==> config.mk <==
export PLATFORM = sky130hd
export DESIGN_NAME = pal_addr_former
export DESIGN_NICKNAME = d
export VERILOG_FILES = /design/src/rtl/pal_addr_pkg.sv /design/src/rtl/pal_cfg_regs.sv /design/src/rtl/pal_addr_merge.sv /design/src/rtl/pal_addr_stage.sv /design/src/rtl/pal_addr_former.sv
export SDC_FILE = /design/constraint.sdc
export NUM_CORES = 1
export LEC_CHECK = 0
export CAP_MARGIN = 5
export CORE_UTILIZATION = 35
export CTS_BUF_LIST = sky130_fd_sc_hd__clkbuf_4
export DETAILED_ROUTE_END_ITERATION = 16
export DONT_BUFFER_PORTS = 1
export PLACE_DENSITY = 0.58
export REMOVE_ABC_BUFFERS = 1
export SYNTH_ARGS = -nofsm -noshare
export SYNTH_HDL_FRONTEND = slang
export SYNTH_SLANG_ARGS = --single-unit
==> constraint.sdc <==
create_clock -name clk -period 2.2 [get_ports clk]
set_clock_uncertainty 0.2 [all_clocks]
set_input_delay 0.11 -clock clk [delete_from_list [all_inputs] [get_ports clk]]
set_output_delay 0.11 -clock clk [all_outputs]
set_load 0.05 [all_outputs]
==> src/rtl/pal_addr_pkg.sv <==
package pal_addr_pkg;

    typedef enum logic [1:0] {
        PL_8 = 2'b00,
        PL_4 = 2'b01,
        PL_2 = 2'b10,
        PL_1 = 2'b11
    } plane_e;

    typedef enum logic [1:0] {
        IDX_MASK   = 2'd0,
        IDX_PAGE   = 2'd1,
        IDX_PLANES = 2'd2,
        IDX_CTRL   = 2'd3
    } reg_idx_e;

    localparam int CTRL_OVR_BIT = 2;
    localparam int CTRL_SEL_BIT = 3;

endpackage

==> src/rtl/pal_cfg_regs.sv <==
module pal_cfg_regs
    import pal_addr_pkg::*;
#(
    parameter int W = 8
) (
    input  logic         clk,
    input  logic         rst,
    input  logic         wr_en,
    input  logic [1:0]   wr_idx,
    input  logic [W-1:0] wr_data,
    output logic [W-1:0] cfg_mask,
    output logic [W-1:0] cfg_page,
    output plane_e       cfg_planes,
    output logic         cfg_ovr,
    output logic         cfg_sel
);

    reg_idx_e idx;
    assign idx = reg_idx_e'(wr_idx);

    always_ff @(posedge clk) begin
        if (rst) begin
            cfg_mask   <= '1;
            cfg_page   <= '0;
            cfg_planes <= PL_8;
            cfg_ovr    <= 1'b0;
            cfg_sel    <= 1'b0;
        end else if (wr_en) begin
            unique case (idx)
                IDX_MASK:   cfg_mask   <= wr_data;
                IDX_PAGE:   cfg_page   <= wr_data;
                IDX_PLANES: cfg_planes <= plane_e'(wr_data[1:0]);
                IDX_CTRL: begin
                    cfg_ovr <= wr_data[CTRL_OVR_BIT];
                    cfg_sel <= wr_data[CTRL_SEL_BIT];
                end
            endcase
        end
    end

endmodule

==> src/rtl/pal_addr_merge.sv <==
module pal_addr_merge
    import pal_addr_pkg::*;
#(
    parameter int W = 8
) (
    input  logic [W-1:0] pix,
    input  logic [W-1:0] mask,
    input  logic [W-1:0] page,
    input  plane_e       planes,
    output logic [W-1:0] addr
);

    localparam int N4 = W >> 1;
    localparam int N2 = W >> 2;
    localparam int N1 = W >> 3;

    localparam logic [W-1:0] LOW_8 = '1;
    localparam logic [W-1:0] LOW_4 = {{(W-N4){1'b0}}, {N4{1'b1}}};
    localparam logic [W-1:0] LOW_2 = {{(W-N2){1'b0}}, {N2{1'b1}}};
    localparam logic [W-1:0] LOW_1 = {{(W-N1){1'b0}}, {N1{1'b1}}};

    logic [W-1:0] low_m;
    logic [W-1:0] masked;

    always_comb begin
        unique case (planes)
            PL_8: low_m = LOW_8;
            PL_4: low_m = LOW_4;
            PL_2: low_m = LOW_2;
            PL_1: low_m = LOW_1;
        endcase
    end

    assign masked = pix & mask;

    for (genvar i = 0; i < W; i++) begin : g_bit
        assign addr[i] = low_m[i] ? masked[i] : page[i];
    end

endmodule

==> src/rtl/pal_addr_stage.sv <==
module pal_addr_stage #(
    parameter int W = 8
) (
    input  logic         clk,
    input  logic         rst,
    input  logic         in_valid,
    input  logic [W-1:0] in_addr,
    output logic [W-1:0] out_addr,
    output logic         out_valid
);

    always_ff @(posedge clk) begin
        if (rst) begin
            out_addr  <= '0;
            out_valid <= 1'b0;
        end else begin
            out_valid <= in_valid;
            if (in_valid) begin
                out_addr <= in_addr;
            end
        end
    end

endmodule

==> src/rtl/pal_addr_former.sv <==
module pal_addr_former
    import pal_addr_pkg::*;
#(
    parameter int ADDR_W = 8
) (
    input  logic              clk,
    input  logic              rst,
    input  logic [ADDR_W-1:0] pix_in,
    input  logic              pix_valid,
    input  logic              wr_en,
    input  logic [1:0]        wr_idx,
    input  logic [ADDR_W-1:0] wr_data,
    input  logic              w8_pin,
    output logic [ADDR_W-1:0] pal_addr,
    output logic              addr_valid,
    output logic              w8_sel
);

    logic [ADDR_W-1:0] cfg_mask;
    logic [ADDR_W-1:0] cfg_page;
    plane_e            cfg_planes;
    logic              cfg_ovr;
    logic              cfg_sel;
    logic [ADDR_W-1:0] next_addr;

    pal_cfg_regs #(.W(ADDR_W)) u_regs (
        .clk        (clk),
        .rst        (rst),
        .wr_en      (wr_en),
        .wr_idx     (wr_idx),
        .wr_data    (wr_data),
        .cfg_mask   (cfg_mask),
        .cfg_page   (cfg_page),
        .cfg_planes (cfg_planes),
        .cfg_ovr    (cfg_ovr),
        .cfg_sel    (cfg_sel)
    );

    pal_addr_merge #(.W(ADDR_W)) u_merge (
        .pix    (pix_in),
        .mask   (cfg_mask),
        .page   (cfg_page),
        .planes (cfg_planes),
        .addr   (next_addr)
    );

    pal_addr_stage #(.W(ADDR_W)) u_stage (
        .clk       (clk),
        .rst       (rst),
        .in_valid  (pix_valid),
        .in_addr   (next_addr),
        .out_addr  (pal_addr),
        .out_valid (addr_valid)
    );

    assign w8_sel = cfg_ovr ? cfg_sel : w8_pin;

endmodule

== Yosys cells after proc, flatten, opt, wreduce, memory -nomap -nowiden ==
Index checks and enable logic that the tools add are counted.
Word-level totals
  memory bits (writable): 0
  register bits after elaboration: 29
  latch bits: 0
  bits of input ports: 23
  ROM bits: 0
  word-level logic and storage cells: 30
  output and inout bits: 10
  memories kept: 0
Operators by class
  bitwise logic cells: 1
  equal/unequal tests: 6
  multipliers: 0
  order comparisons: 0
  reductions and logical operators: 6
  muxes and demuxes: 10
  div/mod/pow operators: 0
  $add $sub $neg: 0
  shift operators: 0
Operators with widths (number)
  8-bit case mux with 4 select lines: 1
  1-bit two-way mux: 9
  8-bit bitwise AND: 1
  2-bit == test, second input constant: 4
  2-bit AND reduction: 4
  2-bit by 1-bit == test with 1-bit output, second input constant: 2
  2-bit logical NOT: 2

== Logic depth before layout (Yosys ltp) ==
  depth in word-level cells: 3
  gate-level depth with buffers: 4

== Hierarchy ==
Synthesis repeated with hierarchy kept, for this count alone.
Second synthesis, totals
  cells, all modules: 139
  area total of the unflattened synthesis: 1307.5 um2
By module, submodules not included
  pal_cfg_regs: area each 857.1 um2, cells each 86, times used 1, sequential area each 400.4 um2
  pal_addr_stage: area each 312.8 um2, cells each 28, times used 1, sequential area each 180.2 um2
  pal_addr_merge: area each 122.6 um2, cells each 24, times used 1, sequential area each 0.0 um2
  pal_addr_former: area each 15.0 um2, cells each 1, times used 1, sequential area each 0.0 um2

== Least setup slack after synthesis ==
OpenSTA, ideal clock, no wires.
  path type: register to register
  from: reg u_regs.cfg_planes[0]
  to: reg u_stage.out_addr[5]
  data arrival time: 0.913 ns
  path buffers: 1
  setup slack: 1.009 ns
  setup time: 0.078 ns
  stages on the path, launching flop included: 4
  cell sequence: dfxtp_1 buf_2 o311a_1 nor3_1
Between the ends
  word-level cells in the longest chain between the ends: 3
  elaborated cells on any way between the ends: 6
RTL lines
  from (decl): line pal_cfg_regs.sv:13  | output plane_e cfg_planes,
  from (signal assigned): line pal_cfg_regs.sv:32  | IDX_PLANES: cfg_planes <= plane_e'(wr_data[1:0]);
  2-bit == test (tied with other cells): line pal_addr_merge.sv:26  | unique case (planes)
  8-bit case mux with 4 select lines (*): line pal_addr_merge.sv:26
  1-bit two-way mux (*): line pal_addr_merge.sv:37  | assign addr[i] = low_m[i] ? masked[i] : page[i];
  to (signal assigned): line pal_addr_stage.sv:19  | out_addr <= in_addr;
  to (decl): line pal_addr_stage.sv:8  | output logic [W-1:0] out_addr,
Mark *: on every way between the ends. The rest lies on a longest branch, timed or not. The select of a mux whose other input is x is not followed.
A chain may end at the register's enable or synchronous reset.

== Final worst setup path ==
  from: in rst
  to: reg u_stage.out_addr[3]
RTL lines
  from (decl): line pal_addr_former.sv:7  | input logic rst,
No word-level cell between the ends.

==> out/results.txt <==
row count: 20
CORE AREA: 0.003053 mm^2
Synth Flop Type: dfxtp_1
reg-to-reg slack, setup: 0.39 ns
post-synth cell types: 21
share of synthesized flip-flops with an asynchronous set or reset: 0%
worst rel slew slack: 32.78%
Worst EP arrival: 1.99 ns
FMAX: 0.5118 GHz
Crit Reg-Reg Startpoint: u_regs.cfg_planes[1]
cell with the most instances after synthesis: dfxtp_1
leading area contributor after synthesis: dfxtp_1
delay-heaviest family, CP: buffers and inverters
routed len/inst: 13.21 um
total CTS buffers: 3
Final setup violation count: 0
yosys warns: 0
WL final: 2457 um
post-synthesis register bit count: 28
worst path bufs/invs: 2
Starting Density: 37.17%
FF-to-FF End: u_stage.out_addr[3]
number of remaining DRC errors: 0
post-route ant nets: 0
nets: 166
Hold WC Path Type: primary input to flop
diode count: 0
fin crit share: 88.81%
Mapped Cells: 117
WS Path Type: primary input to flop
initial antenna violation count: 0
cell mode on critical path: dlygate4sd3_1
Leak: 0.0006160 uW
Crit path largest cell delay: 1.20 ns
Worst-Margin Slew: 1.005 ns
sequential share of the synthesized area: 49.39%
Hold Path Depth: 3
Worst-path clk slew: 0.15 ns
critical path launch point type: primary input
CP max FO: 28
CTS tree: done
reg2reg path depth: 3
critical path depth in cells: 3
status: finished, final reports clean
H-tree depth: 1
hold endpoint: u_regs.cfg_page[3]
endpoint class of the critical path: flop
CP Cell Sequence: dlygate4sd3_1 > a311oi_1 > dlygate4sd3_1
TritonCTS sink count: 28
area grow syn2layout: 31.20%
vias: 933
Max Root-Sink Buffers: 2
vias in the first global route: 924
HPWL Detailed: 1518 um
largest net degree at the start of global routing: 29
CP max stage cell: dlygate4sd3_1
# IOs: 33
die height: 58.94 um
Worst Setup Slack, final: 0.2462 ns
Final Hold Vio Count: 0
Via density: 5.016
VDD IR max: 251.6 uV
clk_lat worst skew: 0.32 ns
first drt pass iteration count: 4
total grt overflow: 0
Commonest cells post-synth: 28 x dfxtp_1, 18 x nor2_1, 11 x mux2i_1
Slew Limit Fails: 0
layout cells sized above 1: 6.338%
GPL Wtd Cong: 0.6713
Die ar.: 0.003474 mm^2
initial drt markers: 39
Post-synth EDFFs: 0
average size of a mapped cell: 9.699 um^2
first-pass GRT wire length: 4071 um
Synth Cell Area: 0.001135 mm^2
pwr/cell area: 705.0 mW/mm^2
Fin Setup TNS: 0 ns
max-cap viol count: 0
crit path time final: 1.954 ns
min-delay src: wr_en
fillers: 317
Placement Setup Slack: 0.7549 ns
CTS Root Cell: clkbuf_4
Total GRT Usage: 15.52%
chip width: 58.94 um
Synth top area share: 49.39%
Synth area leaders: dfxtp_1 49%, mux2i_1 9.7%, a211o_1 6.2%
unrepaired setup endpoints after global routing: no
I/O Buffers: 0
Power, Total: 1050 uW
Req. time, crit path: 2.23 ns
post-CTS sizing: 0
## worst max-delay path by stage
stage / start / endpoint
after floorplan: wr_idx[0] / u_regs.cfg_mask[0]
after global placement: wr_idx[0] / u_regs.cfg_mask[2]
after detailed placement: wr_idx[0] / u_regs.cfg_mask[6]
after CTS: wr_idx[0] / u_regs.cfg_mask[2]
after global routing: rst / u_stage.out_addr[3]
final: rst / u_stage.out_addr[3]
## registers in the layout, indices dropped and copies added (netlist names)
signal	count
u_regs.cfg_ovr	1
u_stage.out_addr	8
u_regs.cfg_page	7
u_regs.cfg_sel	1
u_regs.cfg_mask	8
u_stage.out_valid	1
u_regs.cfg_planes	2
## what timing repair did
item,CTS,global route
hold buffers,26,1
setup endpoints to repair,0,1
setup buffers,0,2
endpoints found under the hold margin,28,1
## layer usage
layer | up-vias | routed length [um] | track usage (%)
met1 | 438 | 1067 | 19.32
met3 | 2 | 152 | 3.077
met5 | - | 0 | 0
met2 | 28 | 1221 | 26.30
met4 | 0 | 15 | 6.122
li1 | 465 | - | -
## placed cells by master (no fill, tap or decap)
master and n:
dfxtp_1 28, dlygate4sd3_1 27, nor2_1 18, mux2i_1 11, nor2b_1 9, a211o_1 8, nand2_1 7, o311a_1 4
nor3_1 4, nand3_1 4, nand3b_1 4, o21ai_1 3, a311oi_1 3, clkbuf_4 3, buf_4 3, mux2_2 1
nor3b_4 1, o21ai_0 1, nand2b_1 1, a21oi_1 1, bufinv_16 1
## kinds of logic after synthesis
| kind of cell | after synthesis | synth area share [%] |
|---|---|---|
| AO/OA/AOI/OAI | 20 | 14.22 |
| buffers and inverters | 9 | 4.079 |
| flip-flops | 28 | 49.39 |
| multiplexers | 12 | 10.69 |
| AND/OR/NAND/NOR | 48 | 21.61 |
## through the flow
stage,cells,utilization (%),area (um^2),hold WS (ns)
2_1_floorplan,108,-,1089,-0.02093
3_3_place_gp,153,37.70,1151,-0.01608
3_5_place_dp,153,37.70,1151,-0.01338
4_1_cts,183,47.95,1464,0.01631
5_1_grt,186,48.77,1489,0.2101
6_report,186,48.77,1489,0.1912
## worst reg2reg max path, delay by kind of cell, from the launching register on
kind	cells	cell delay [ns]
buf+inv	1	0.58
flops	1	0.64
compound gates	1	0.25
simple gates	1	0.11
## final cells by class
cell class | count | area (um^2) | share of cell area, %
Tap cell | 44 | 55.05 | 3.697
Timing Repair Buffer | 30 | 292.8 | 19.66
Clock inverter | 1 | 30.03 | 2.017
Clock buffer | 3 | 22.52 | 1.513
Multi-Input combinational cell | 80 | 528.0 | 35.46
Sequential cell | 28 | 560.5 | 37.65
## power breakdown
| part | switching (uW) | total, uW | internal, uW |
|---|---|---|---|
| sequential | 52.1 | 585 | 533 |
| combinational | 58.8 | 131 | 72.4 |
| clock | 149 | 333 | 184 |
| total | 260 | 1050 | 790 |
Note: power is estimated with default switching activity, not from simulation.
